==> config.mk <==
export PLATFORM = sky130hd
export DESIGN_NAME = page_walker
export DESIGN_NICKNAME = d
export VERILOG_FILES = /design/src/rtl/walk_pkg.sv /design/src/rtl/walk_ctrl.sv /design/src/rtl/walk_dp.sv /design/src/rtl/page_walker.sv
export SDC_FILE = /design/constraint.sdc
export NUM_CORES = 1
export LEC_CHECK = 0
export BUFFER_PORTS_ARGS = -buffer_cell sky130_fd_sc_hd__buf_4
export CORE_MARGIN = 10
export CORE_UTILIZATION = 55
export DETAILED_ROUTE_END_ITERATION = 8
export PLACE_DENSITY = 0.85
export SYNTH_ARGS = -nofsm -noshare
export SYNTH_HDL_FRONTEND = slang
export SYNTH_SLANG_ARGS = --single-unit
==> constraint.sdc <==
create_clock -name clk -period 4.9 [get_ports clk]
set_input_delay 0.98 -clock clk [delete_from_list [all_inputs] [get_ports clk]]
set_output_delay 0.98 -clock clk [all_outputs]
set_load 0.01 [all_outputs]
==> src/rtl/walk_pkg.sv <==
package walk_pkg;

  localparam int WORD_W  = 32;
  localparam int REF_BIT = 5;
  localparam int MOD_BIT = 6;

  typedef enum logic [1:0] {
    ET_INVALID = 2'd0,
    ET_TABLE   = 2'd1,
    ET_LEAF    = 2'd2,
    ET_RSVD    = 2'd3
  } entryKind_t;

  typedef enum logic [2:0] {
    FLT_NONE    = 3'd0,
    FLT_INVALID = 3'd1,
    FLT_BADKIND = 3'd4
  } faultCode_t;

  // Strobes from the sequencer to the datapath
  typedef struct packed {
    logic       loadReq;
    logic       bypass;
    logic       descend;
    logic       takeLeaf;
    logic       setFault;
    faultCode_t faultCode;
    logic       wbPhase;
  } walkStrobe_t;

endpackage

==> src/rtl/walk_ctrl.sv <==
module walk_ctrl
  import walk_pkg::*;
(
  input  logic        clk,
  input  logic        rst_n,
  input  logic        reqValid,
  input  logic        cfgEnable,
  input  logic        memReady,
  input  entryKind_t  entryKind,
  input  logic        needWb,
  input  logic [1:0]  level,
  output logic        reqReady,
  output logic        memValid,
  output logic        memWrite,
  output logic        doneValid,
  output walkStrobe_t stb
);

  typedef enum logic [1:0] {S_IDLE, S_FETCH, S_WBACK, S_DONE} walkState_t;

  localparam logic [1:0] LAST_LEVEL = 2'd3;

  walkState_t state, nextState;

  always_ff @(posedge clk) begin
    if (!rst_n) state <= S_IDLE;
    else        state <= nextState;
  end

  always_comb begin
    stb       = '0;
    nextState = state;
    reqReady  = 1'b0;
    memValid  = 1'b0;
    memWrite  = 1'b0;
    doneValid = 1'b0;
    unique case (state)
      S_IDLE: begin
        reqReady = 1'b1;
        if (reqValid) begin
          stb.loadReq = 1'b1;
          if (!cfgEnable) begin
            stb.bypass = 1'b1;
            nextState  = S_DONE;
          end else begin
            nextState = S_FETCH;
          end
        end
      end
      S_FETCH: begin
        memValid = 1'b1;
        if (memReady) begin
          unique case (entryKind)
            ET_INVALID: begin
              stb.setFault  = 1'b1;
              stb.faultCode = FLT_INVALID;
              nextState     = S_DONE;
            end
            ET_RSVD: begin
              stb.setFault  = 1'b1;
              stb.faultCode = FLT_BADKIND;
              nextState     = S_DONE;
            end
            ET_LEAF: begin
              if (level == 2'd0) begin
                stb.setFault  = 1'b1;
                stb.faultCode = FLT_BADKIND;
                nextState     = S_DONE;
              end else begin
                stb.takeLeaf = 1'b1;
                nextState    = needWb ? S_WBACK : S_DONE;
              end
            end
            ET_TABLE: begin
              if (level == LAST_LEVEL) begin
                stb.setFault  = 1'b1;
                stb.faultCode = FLT_BADKIND;
                nextState     = S_DONE;
              end else begin
                stb.descend = 1'b1;
              end
            end
          endcase
        end
      end
      S_WBACK: begin
        memValid    = 1'b1;
        memWrite    = 1'b1;
        stb.wbPhase = 1'b1;
        if (memReady) nextState = S_DONE;
      end
      S_DONE: begin
        doneValid = 1'b1;
        nextState = S_IDLE;
      end
    endcase
  end

  // completion lasts exactly one cycle
  a_r10_done_pulse: assert property (@(posedge clk) disable iff (!rst_n)
    doneValid |=> !doneValid);

  // no request taken while a result is being reported
  a_r10_busy_on_done: assert property (@(posedge clk) disable iff (!rst_n)
    doneValid |-> !reqReady);

  // a pass-through request completes next cycle without a transfer
  a_r1_bypass_no_fetch: assert property (@(posedge clk) disable iff (!rst_n)
    (reqValid && reqReady && !cfgEnable) |=> (doneValid && !memValid));

  // a pending transfer is not withdrawn or changed in direction
  a_r9_hold_request: assert property (@(posedge clk) disable iff (!rst_n)
    (memValid && !memReady) |=> (memValid && $stable(memWrite)));

endmodule

==> src/rtl/walk_dp.sv <==
module walk_dp
  import walk_pkg::*;
#(
  parameter int PAGE_BITS  = 12,
  parameter int L3_BITS    = 6,
  parameter int L2_BITS    = 6,
  parameter int CTX_W      = 8,
  parameter bit BIG_ENDIAN = 1'b1
) (
  input  logic              clk,
  input  logic              rst_n,
  input  walkStrobe_t       stb,
  input  logic [WORD_W-1:0] reqVa,
  input  logic              reqWrite,
  input  logic [WORD_W-1:0] cfgCtxPtr,
  input  logic [CTX_W-1:0]  cfgCtx,
  input  logic [WORD_W-1:0] memRdata,
  output logic [WORD_W-1:0] memAddr,
  output logic [WORD_W-1:0] memWdata,
  output entryKind_t        entryKind,
  output logic              needWb,
  output logic [1:0]        level,
  output logic [WORD_W-1:0] donePa,
  output logic [WORD_W-1:0] donePte,
  output logic [1:0]        doneLevel,
  output faultCode_t        doneFault
);

  localparam int OFF3 = PAGE_BITS;
  localparam int OFF2 = OFF3 + L3_BITS;
  localparam int OFF1 = OFF2 + L2_BITS;
  localparam logic [WORD_W-1:0] MASK1 = (WORD_W'(1) << OFF1) - WORD_W'(1);
  localparam logic [WORD_W-1:0] MASK2 = (WORD_W'(1) << OFF2) - WORD_W'(1);
  localparam logic [WORD_W-1:0] MASK3 = (WORD_W'(1) << OFF3) - WORD_W'(1);

  logic [WORD_W-1:0] vaReg, addrReg, paReg, pteReg;
  logic              writeReg;
  logic [1:0]        levelReg;
  faultCode_t        faultReg;

  logic [WORD_W-1:0] entry;
  logic [WORD_W-1:0] ctxAddr, nextBase, nextIdx, leafBase, leafOff, leafPa, markedLeaf;

  // Byte order between the memory port and the entry value
  generate
    if (BIG_ENDIAN) begin : g_swap
      assign entry    = {memRdata[7:0], memRdata[15:8], memRdata[23:16], memRdata[31:24]};
      assign memWdata = {pteReg[7:0], pteReg[15:8], pteReg[23:16], pteReg[31:24]};
    end else begin : g_direct
      assign entry    = memRdata;
      assign memWdata = pteReg;
    end
  endgenerate

  assign entryKind = entryKind_t'(entry[1:0]);
  assign needWb    = !entry[REF_BIT] || (writeReg && !entry[MOD_BIT]);

  assign ctxAddr  = (cfgCtxPtr << 4) + (WORD_W'(cfgCtx) << 4);
  assign nextBase = {entry[WORD_W-1:2], 2'b00} << 4;
  assign leafBase = {entry[WORD_W-1:8], 8'h00} << 4;

  always_comb begin
    unique case (levelReg)
      2'd0:    nextIdx = WORD_W'(vaReg[WORD_W-1:OFF1]) << 2;
      2'd1:    nextIdx = WORD_W'(vaReg[OFF1-1:OFF2]) << 2;
      default: nextIdx = WORD_W'(vaReg[OFF2-1:OFF3]) << 2;
    endcase
    unique case (levelReg)
      2'd1:    leafOff = vaReg & MASK1;
      2'd2:    leafOff = vaReg & MASK2;
      default: leafOff = vaReg & MASK3;
    endcase
  end

  assign leafPa     = leafBase + leafOff;
  assign markedLeaf = entry | (WORD_W'(1) << REF_BIT) | (WORD_W'(writeReg) << MOD_BIT);

  always_ff @(posedge clk) begin
    if (!rst_n) begin
      vaReg    <= '0;
      writeReg <= 1'b0;
      addrReg  <= '0;
      levelReg <= 2'd0;
      paReg    <= '0;
      pteReg   <= '0;
      faultReg <= FLT_NONE;
    end else begin
      if (stb.loadReq) begin
        vaReg    <= reqVa;
        writeReg <= reqWrite;
        addrReg  <= ctxAddr;
        levelReg <= 2'd0;
        paReg    <= '0;
        pteReg   <= '0;
        faultReg <= FLT_NONE;
      end
      if (stb.bypass) paReg <= reqVa;
      if (stb.descend) begin
        addrReg  <= nextBase + nextIdx;
        levelReg <= levelReg + 2'd1;
      end
      if (stb.takeLeaf) begin
        paReg  <= leafPa;
        pteReg <= markedLeaf;
      end
      if (stb.setFault) begin
        faultReg <= stb.faultCode;
        paReg    <= '0;
        pteReg   <= entry;
      end
    end
  end

  assign memAddr   = addrReg;
  assign level     = levelReg;
  assign donePa    = paReg;
  assign donePte   = pteReg;
  assign doneLevel = levelReg;
  assign doneFault = faultReg;

  // a write-back always carries the bits the access needs
  a_r7_wb_marked: assert property (@(posedge clk) disable iff (!rst_n)
    stb.wbPhase |-> (pteReg[REF_BIT] && (!writeReg || pteReg[MOD_BIT])));

  // the walk never goes deeper than level 3
  a_r3_depth_bound: assert property (@(posedge clk) disable iff (!rst_n)
    stb.descend |-> (levelReg != 2'd3));

endmodule

==> src/rtl/page_walker.sv <==
module page_walker
  import walk_pkg::*;
#(
  parameter int PAGE_BITS  = 12,
  parameter int L3_BITS    = 6,
  parameter int L2_BITS    = 6,
  parameter int CTX_W      = 8,
  parameter bit BIG_ENDIAN = 1'b1
) (
  input  logic             clk,
  input  logic             rst_n,
  input  logic             reqValid,
  output logic             reqReady,
  input  logic [31:0]      reqVa,
  input  logic             reqWrite,
  input  logic             cfgEnable,
  input  logic [31:0]      cfgCtxPtr,
  input  logic [CTX_W-1:0] cfgCtx,
  output logic             memValid,
  input  logic             memReady,
  output logic             memWrite,
  output logic [31:0]      memAddr,
  output logic [31:0]      memWdata,
  input  logic [31:0]      memRdata,
  output logic             doneValid,
  output logic [31:0]      donePa,
  output logic [31:0]      donePte,
  output logic [1:0]       doneLevel,
  output logic [2:0]       doneFault
);

  walkStrobe_t stb;
  entryKind_t  entryKind;
  faultCode_t  faultOut;
  logic        needWb;
  logic [1:0]  level;

  walk_ctrl u_ctrl (
    .clk       (clk),
    .rst_n     (rst_n),
    .reqValid  (reqValid),
    .cfgEnable (cfgEnable),
    .memReady  (memReady),
    .entryKind (entryKind),
    .needWb    (needWb),
    .level     (level),
    .reqReady  (reqReady),
    .memValid  (memValid),
    .memWrite  (memWrite),
    .doneValid (doneValid),
    .stb       (stb)
  );

  walk_dp #(
    .PAGE_BITS  (PAGE_BITS),
    .L3_BITS    (L3_BITS),
    .L2_BITS    (L2_BITS),
    .CTX_W      (CTX_W),
    .BIG_ENDIAN (BIG_ENDIAN)
  ) u_dp (
    .clk       (clk),
    .rst_n     (rst_n),
    .stb       (stb),
    .reqVa     (reqVa),
    .reqWrite  (reqWrite),
    .cfgCtxPtr (cfgCtxPtr),
    .cfgCtx    (cfgCtx),
    .memRdata  (memRdata),
    .memAddr   (memAddr),
    .memWdata  (memWdata),
    .entryKind (entryKind),
    .needWb    (needWb),
    .level     (level),
    .donePa    (donePa),
    .donePte   (donePte),
    .doneLevel (doneLevel),
    .doneFault (faultOut)
  );

  assign doneFault = faultOut;

  // address and write data stay put until the transfer is taken
  a_r9_addr_hold: assert property (@(posedge clk) disable iff (!rst_n)
    (memValid && !memReady) |=> ($stable(memAddr) && $stable(memWdata)));

  // an enabled walk opens with a read of the context entry
  a_r2_ctx_first: assert property (@(posedge clk) disable iff (!rst_n)
    (reqValid && reqReady && cfgEnable) |=>
      (memValid && !memWrite &&
       memAddr == (($past(cfgCtxPtr) << 4) + (32'($past(cfgCtx)) << 4))));

  // only the three defined fault codes ever appear
  a_r5_fault_codes: assert property (@(posedge clk) disable iff (!rst_n)
    doneValid |-> (doneFault == 3'd0 || doneFault == 3'd1 || doneFault == 3'd4));

endmodule

# == After elaboration in Yosys (flattened, before gate mapping) ==
# Cells that the tools add are included.
# op_classes
n_addsub,4
eq_ne,13
n_bitwise,2
n_reduce_logical,15
n_mux,38
# ops
cell,n
32-bit two-way mux,7
32-bit adder,2
24-bit case mux with 2 select lines,1
32-bit by 12-bit adder with 32-bit output,1
32-bit by 7-bit OR with 32-bit output,1
2-bit two-way mux,10
10-bit case mux with 2 select lines,1
4-bit case mux with 4 select lines,1
2-bit equality test (second input constant),6
6-bit two-way mux,2
1-bit two-way mux,10
4-bit two-way mux,2
2-bit case mux with 4 select lines,1
2-bit by 1-bit equality test with 1-bit output (second input constant),3
2-bit zero test,3
3-bit two-way mux,2
2-bit inequality test (second input constant),3
2-bit case mux with 3 select lines,1
3-bit nonzero test,2
2-bit OR reduction,3
4-bit AND reduction,1
2-bit nonzero test,2
3-bit by 2-bit inequality test with 1-bit output (second input constant),1
2-bit by 1-bit adder with 2-bit output (second input constant),1
4 further kinds,5
# word_totals
in_bits,110
wordCells,80
out_inout_bits,137
ff_bits,136

# == Logic depth before layout (Yosys ltp) ==
# Gate-level depths: netlist of run 1.
# logic_depth
word_depth,8
mapped_depth,13
ltp_nobuf,13

# == Cells and area by module ==
# A second synthesis of run 1 with hierarchy kept.
# hier_totals
cells_unflattened,977
area_unflattened_um2,7903.8
# modules_own_cells
module,area_each_um2,cells_per_inst,seq_area_each_um2,n_inst
walk_dp,7611.0,937,2642.5,1
walk_ctrl,292.8,40,40.0,1

# == Least setup slack after synthesis of run 1 ==
# Ideal clock, no wire load.
# synth_path
path_kind,register -> register
startpoint,register u_dp.levelReg[0] (netlist: u_dp.doneLevel[0])
endpoint,register u_dp.addrReg[26] (netlist: u_dp.memAddr[26])
required_ns,4.805
path_stages_with_launch,14
setup_ns,0.095
synth_period_minus_slack_ns,3.064
setup_slack_ns,1.836
path_buffers,1
t_arrival_ns,2.969
path_cell_list,dfxtp_1 -> inv_1 -> ha_1 -> clkbuf_1 -> nor2_1 -> a221o_1 -> ha_1 -> fa_1 -> a21o_1 -> a21oi_1 -> nand4b_1 -> nor2_1 -> xnor2_1 -> a221oi_1
# synth_between
elab_chain_len,6
word_cells_on_any_way,11
classes_between,add/sub (1); eq/ne (2); mux (6); reduce/logical (2)
# synth_lines
element,line_no,text
"start, declared",walk_dp.sv:38,logic [1:0] levelReg;
"start signal, assigned",walk_dp.sv:100,levelReg <= levelReg + 2'd1;
branches (longest 6 deep; another with 32-bit adder),n/a,
"end signal, assigned",walk_dp.sv:91,addrReg <= ctxAddr;
"end signal, assigned",walk_dp.sv:99,addrReg <= nextBase + nextIdx;
"end, declared",walk_dp.sv:36,"logic [WORD_W-1:0] vaReg, addrReg, paReg, pteReg;"
# Several ways; the timed one is not identified.
# A chain may end at the register's enable or synchronous reset.

# == Final worst setup path of run 1 ==
# layout_path
startpoint,register u_dp.levelReg[0] (netlist: u_dp.doneLevel[0])
endpoint,register u_dp.addrReg[30] (netlist: u_dp.memAddr[30])
# The elaborated chain is that of the path after synthesis.

==> results of run 1 <==
final cells by class:
cell class / count / area (µm²) / share of cell area
Multi-Input combinational cell: 741 / 4488 / 0.4504
Clock buffer: 21 / 470.5 / 0.04721
Sequential cell: 133 / 2663 / 0.2672
Inverter: 25 / 93.84 / 0.009417
Timing Repair Buffer: 250 / 1877 / 0.1883
Clock inverter: 11 / 147.6 / 0.01482
Tap cell: 180 / 225.2 / 0.02260
report_power, final:
group / switching (µW) / leakage (µW) / total, µW / internal, µW
combinational: 723 / 0.00298 / 1260 / 535
clock: 497 / 0.000292 / 1340 / 842
sequential: 114 / 0.00108 / 1380 / 1270
kinds of logic after synthesis:
family / after synthesis / share of synthesized area
DFF: 133 / 0.3442
buffers and inverters: 120 / 0.07780
xor gates and xnor gates: 49 / 0.05547
adders and majority gates: 35 / 0.05952
AOI/OAI and AO/OA: 279 / 0.2332
muxes: 5 / 0.006470
and+or+nand+nor: 370 / 0.2229
other: 1 / 0.0004847
per-stage QoR:
stage                     utilization  setup slack, ns  area [µm²]  std cells
after floorplan                     -            1.836        7744        994
after global placement         0.6760            1.462        9346       1329
after detailed placement       0.6760            1.368        9346       1329
after CTS                      0.7207            1.350        9965       1361
after global routing           0.7207            1.123        9965       1361
final                          0.7207            1.295        9965       1361
synthesized netlist by cell type, drive strengths merged (4+ instances only):
cell / number
nor3: 27
o21a: 6
inv: 25
buf: 54
dfxtp: 133
nand3: 27
o211ai: 5
a311oi: 4
o311a: 4
ha: 32
nand2: 125
o221ai: 5
nand2b: 5
nor4: 4
or3: 5
and3: 36
xnor2: 41
a31oi: 12
nor2: 99
a221oi: 7
mux2i: 5
a22oi: 33
nor2b: 7
clkbuf: 41
a21oi: 93
nand4: 8
a21boi: 4
and2: 14
a21o: 8
xor2: 8
o22ai: 11
a211oi: 38
o21ai: 33
sequential cells by signal, summed over array words and instances (netlist names):
register,count
u_dp.doneFault,2
u_dp.writeReg,1
u_ctrl.state,2
u_dp.donePte,32
u_dp.memAddr,30
u_dp.doneLevel,2
u_dp.vaReg,32
u_dp.donePa,32
worst max path at each step:
stage / slack [ns] / cells after the start / start / end
2_1_floorplan: 1.84 / 13 / u_dp.doneLevel[0] / u_dp.memAddr[26]
3_3_place_gp: 1.46 / 12 / u_dp.doneLevel[0] / u_dp.memAddr[28]
3_5_place_dp: 1.37 / 12 / u_dp.doneLevel[0] / u_dp.memAddr[30]
4_1_cts: 1.35 / 12 / u_dp.doneLevel[0] / u_dp.memAddr[28]
5_1_grt: 1.12 / 12 / u_dp.doneLevel[0] / u_dp.memAddr[30]
6_report: 1.29 / 12 / u_dp.doneLevel[0] / u_dp.memAddr[30]
worst min-delay path: stages (launching register included):
cell and delay (ns):
dfxtp_1 0.30, nand2_1 0.05, a21oi_1 0.05
layer usage:
metal	vias to the layer above	wire length, µm	global-route usage
met5	-	0	0
met2	400	12560	0.4152
met3	52	2419	0.07808
met1	3850	10750	0.3182
li1	3867	-	-
met4	0	706	0.08935
==> run summary, run 1 <==
outcome - finished clean
worst vdd ir - 0.2865 mV
CTS tree - built
gr ovfl total - 0
Detail Placement HPWL - 19.46 mm
Area Growth Syn to Fin - 28.80%
most frequent cells in the layout - 250 x buf_4, 133 x dfxtp_1, 124 x nand2_1, 98 x nor2_1, 93 x a21oi_1
P_leak - 0.004354 µW
number of synthesized flops with an enable pin - 0
Final Power - 3977 µW
Area contributors post-synth - dfxtp_1 34%, nand2_1 6.1%, a21oi_1 6.0%
PwrDens - 399.1 nW/µm²
maxcap violations - 0
Synth Warn # - 0
largest net degree at the start of global routing - 83
CP Launch Type - flip-flop
hold endpoint - u_dp.vaReg[18]
GRT Total Usage - 0.2573
diode count - 0
r2r setup slk - 1.29 ns
Hold WC Path Type - flip-flop to flip-flop
CTS root buf - clkbuf_16
IO Port Bufs - 239
Synth cell types - 58
max incr delay on CP - 0.43 ns
Die Ht - 138.6 µm
hold_buf cts - 0
IO Count - 247
Clock Skew - 0.006189 ns
Crit Path Class - flip-flop to flip-flop
Final Max Tran Viols - 0
Seq cells post-synth - 133
Async S/R FF share, synth - 0
crit path capture type - flip-flop
Nets - 1313
Hold Startpoint - u_dp.vaReg[18]
TritonRoute pass-1 iters - 6
routed wire length per instance - 19.42 µm
worst reg2reg path depth - 12
Sink Count - 133
Cell Area, Synth - 7736 µm²
Req. time, crit path - 5.16 ns
Primary FF master, synth - dfxtp_1
FF-to-FF Start - u_dp.doneLevel[0]
Crit path max-delay family - compound AO/OA/AOI/OAI gates
initial antenna violation count - 0
top cell type by total area after synthesis - dfxtp_1
Row Count - 43
Total Wirelength - 26.43 mm
Syn Inst Count - 992
Peak Freq - 277.4 MHz
CP Max Fanout - 11
# DRC - 0
RSZ-0062 raised after global routing - no
worst path bufs/invs - 1
Iteration-0 DRC Markers - 657
Finish-stage setup viols - 0
Tcrit/Tclk final - 0.7357
width of the die - 138.6 µm
ANT nets after route - 0
Slew @ Worst Pin - 0.9432 ns
Rel. slew slack - 0.3689
CP cell instances - inv_1 -> ha_1 -> nor2_1 -> a221o_1 -> ha_1 -> fa_1 -> a21o_1 -> a21oi_1 -> nand4b_1 -> nor2_1 -> xnor2_1 -> a221oi_1
clock latency on the worst-skew pair - 0.43 ns
global-route wire length before repair - 40.93 mm
Avg Synthesized Cell Area - 7.799 µm²
CTS clock-pin slew for the worst setup and hold paths - 0.06 ns
layout cells sized above 1 - 0.2481
starting density of the core - 0.5595
Hold Fails Final Rpt - 0
via density per instance - 6.002
Synth top area share - 0.3442
register area share after synthesis - 0.3442
gpl congestion - 0.9464
vias in the first global route - 7591
hold path depth - 2
Worst Hold Slack - 0.4507 ns
commonest non-fill, non-tap cell in the layout - buf_4
Setup Buffers After CTS - 0
vias post-DR - 8169
die footprint - 19210 µm²
CTS Buf Count - 17
Layout fillers - 1176
CTS H-tree lvls - 4
Setup TNS Final - 0 ns
Max clock buf depth - 2
slowest CP cell - a21oi_1
RR Endpoint - u_dp.memAddr[30]
CP arrival - 3.86 ns
post-cts repair resize count - 0
Core ar. - 13830 µm²
post-route minimum period - 3.605 ns
(Power assumes the default switching activity.)
==> run 2: changes to the inputs <==
--- a/config.mk
+++ b/config.mk
@@ -5,11 +5,12 @@
 export SDC_FILE = /design/constraint.sdc
 export NUM_CORES = 1
 export LEC_CHECK = 0
+export ABC_AREA = 1
 export BUFFER_PORTS_ARGS = -buffer_cell sky130_fd_sc_hd__buf_4
 export CORE_MARGIN = 10
-export CORE_UTILIZATION = 55
+export CORE_UTILIZATION = 53
 export DETAILED_ROUTE_END_ITERATION = 8
-export PLACE_DENSITY = 0.85
+export PLACE_DENSITY = 0.81
 export SYNTH_ARGS = -nofsm -noshare
 export SYNTH_HDL_FRONTEND = slang
 export SYNTH_SLANG_ARGS = --single-unit
==> constraint.sdc (replaced) <==
create_clock -name clk -period 3.5 [get_ports clk]
set_input_delay 0.7 -clock clk [delete_from_list [all_inputs] [get_ports clk]]
set_output_delay 0.7 -clock clk [all_outputs]
set_load 0.01 [all_outputs]
==> run 2 against run 1 <==
Effect of this change: final cell count rose by 28%; die area rose by 13%; wire length rose by 16%; register-to-register slack got worse by 0.87 ns; total power rose by 41%; fmax rose by 17%; sequential power rose by 41%; largest power group is now combinational logic.
==> run summary, run 2 <==
outcome - finished clean
ANT nets after route - 0
vias in the first global route - 9007
Async S/R FF share, synth - 0
FF-to-FF Start - u_dp.doneLevel[0]
slowest CP cell - dfxtp_1
CTS root buf - clkbuf_16
Sequential Area - 2663 µm²
Syn Inst Count - 1329
Setup TNS Final - 0 ns
hold endpoint - u_dp.memAddr[18]
most common cell in the netlist - nand2_1
post-route minimum period - 3.076 ns
Die Ht - 147.2 µm
fin util - 0.6781
TritonRoute pass-1 iters - 6
CP arrival - 3.38 ns
register area share after synthesis - 0.3105
RSZ-0062 raised after global routing - no
multi-input combinational cell area - 4838 µm²
routed wire length per instance - 17.68 µm
CTS Buf Count - 17
clock latency on the worst-skew pair - 0.43 ns
Switching Fraction - 0.3781
Finish-stage setup viols - 0
Slew @ Worst Pin - 0.6961 ns
Worst Hold Slack - 0.4676 ns
die footprint - 21670 µm²
Final Max Tran Viols - 0
placed instance area - 10210 µm²
worst reg2reg path depth - 17
Avg Synthesized Cell Area - 6.453 µm²
Comb pwr share - 0.348
gr ovfl total - 0
sw power - 2127 µW
CTS H-tree lvls - 4
cell depth of the worst setup path - 17
# DRC - 0
Crit Path Class - flip-flop to flip-flop
vias post-DR - 9441
CP Max Fanout - 10
Power Internal - 3499 µW
most frequent cells in the layout - 339 x nand2_1, 247 x buf_4, 148 x inv_1, 138 x nor2_1, 133 x dfxtp_1
initial antenna violation count - 0
PwrDens - 522.3 nW/µm²
CTS tree - built
P_leak - 0.005287 µW
CP Launch Type - flip-flop
crit path from - u_dp.doneLevel[0]
maxcap violations - 0
Cell Area, Synth - 8576 µm²
Design Area, Final - 10770 µm²
commonest non-fill, non-tap cell in the layout - nand2_1
width of the die - 147.2 µm
Synth top area share - 0.3105
largest net degree at the start of global routing - 55
top cell type by total area after synthesis - dfxtp_1
Synth cell types - 46
Area contributors post-synth - dfxtp_1 31%, nand2_1 15%, nand3_1 6.9%
Hold Startpoint - u_dp.memAddr[18]
Layout fillers - 1470
crit path capture type - flip-flop
layout cells sized above 1 - 0.2066
CP cell instances - inv_1 -> ha_1 -> or2_2 -> o211ai_1 -> ha_1 -> fa_1 -> nand2_1 -> nand3_1 -> o21ai_2 -> nor3_2 -> nand2_1 -> nand2_1 -> nand2_1 -> nand2_1 -> nand2_1 -> nor2_1 -> nor2_1
gpl congestion - 0.9893
top post-synthesis cells by count - 340 x nand2_1, 149 x inv_1, 139 x nor2_1, 133 x dfxtp_1, 119 x nand3_1
Area Growth Syn to Fin - 25.61%
global-route wire length before repair - 48.20 mm
CTS clock-pin slew for the worst setup and hold paths - 0.06 ns
Max clock buf depth - 2
Row Count - 46
RR Endpoint - u_dp.memAddr[28]
Primary FF master, synth - dfxtp_1
Iteration-0 DRC Markers - 1001
Synth Warn # - 0
IO Count - 247
post-cts repair resize count - 0
max incr delay on CP - 0.42 ns
Crit path max-delay family - simple AND/OR/NAND/NOR gates
IO Port Bufs - 239
Flop pwr share - 0.347
diode count - 0
Tcrit/Tclk final - 0.8789
starting density of the core - 0.5399
Peak Freq - 325.1 MHz
r2r setup slk - 0.42 ns
via density per instance - 5.423
Core ar. - 15890 µm²
Seq cells post-synth - 133
Total Wirelength - 30.78 mm
Sink Count - 133
Setup Buffers After CTS - 0
Clock Power Share - 0.305
worst vdd ir - 0.4424 mV
Rel. slew slack - 0.5348
Hold Fails Final Rpt - 0
hold_buf cts - 0
Hold WC Path Type - flip-flop to flip-flop
most frequent cell on the critical path - nand2_1
Req. time, crit path - 3.81 ns
worst path bufs/invs - 1
number of synthesized flops with an enable pin - 0
Clock Skew - 0.007095 ns
Detail Placement HPWL - 24.06 mm
Nets - 1657
GRT Total Usage - 0.2735
hold path depth - 2
==> run 2: worst reg2reg max path, cell delays in order (launching register included) <==
cell and delay [ns]:
dfxtp_1 0.42, inv_1 0.09, ha_1 0.34, or2_2 0.39, o211ai_1 0.19, ha_1 0.24, fa_1 0.27, nand2_1 0.07
nand3_1 0.08, o21ai_2 0.12, nor3_2 0.27, nand2_1 0.09, nand2_1 0.06, nand2_1 0.05, nand2_1 0.08, nand2_1 0.06
nor2_1 0.10, nor2_1 0.05
==> run 2: metal layers <==
metal | wire [µm] | share of wire | GRT usage
met5 | 0 | 0 | 0
met4 | 770 | 0.025 | 0.09118
met3 | 2707 | 0.088 | 0.06787
met2 | 14360 | 0.47 | 0.4461
met1 | 12940 | 0.42 | 0.3447
==> run 2: per-stage QoR <==
stage,setup slack [ns],cells,power [µW]
global route,0.1490,1741,5953
CTS,0.4211,1741,5635
detailed placement,0.4501,1709,3922
finish,0.4239,1741,5626
floorplan,0.7534,1331,3188
global placement,0.5172,1709,3885
==> run 2: worst max-delay path by stage <==
| stage | endpoint | slack, ns |
|---|---|---|
| after global placement | u_dp.memAddr[28] | 0.52 |
| after global routing | u_dp.memAddr[28] | 0.15 |
| after detailed placement | u_dp.memAddr[28] | 0.45 |
| final | u_dp.memAddr[28] | 0.42 |
| after floorplan | u_dp.memAddr[28] | 0.75 |
| after CTS | u_dp.memAddr[28] | 0.42 |
==> run 2: cell families (layout without fill, tap and decap cells) <==
group,count (synthesis),after routing,share of synthesized area
flip-flops,133,133,0.3105
AND/OR/NAND/NOR,664,664,0.3348
XOR/XNOR,14,14,0.01430
other,1,3,0.0004373
adder cells (fa/ha/maj),35,35,0.05369
AO/OA/AOI/OAI,242,242,0.1595
buffers and inverters,240,434,0.1268
==> run 2: layout make-up <==
type / count / share of cell area
clock buffer: 19 / 0.04205
timing repair buffer: 247 / 0.1721
multi-input combinational: 958 / 0.4492
clock inverter: 13 / 0.01034
sequential: 133 / 0.2472
inverter: 155 / 0.05401
tap: 216 / 0.02509
==> run 2: power groups by stage <==
stage | clock, µW | sequential [µW] | combinational, µW
3_5_place_dp | 0 | 1980 | 1950
6_report | 1710 | 1950 | 1960
5_1_grt | 1790 | 1980 | 2180
2_1_floorplan | 0 | 2010 | 1180
3_3_place_gp | 0 | 1970 | 1920
4_1_cts | 1730 | 1950 | 1960
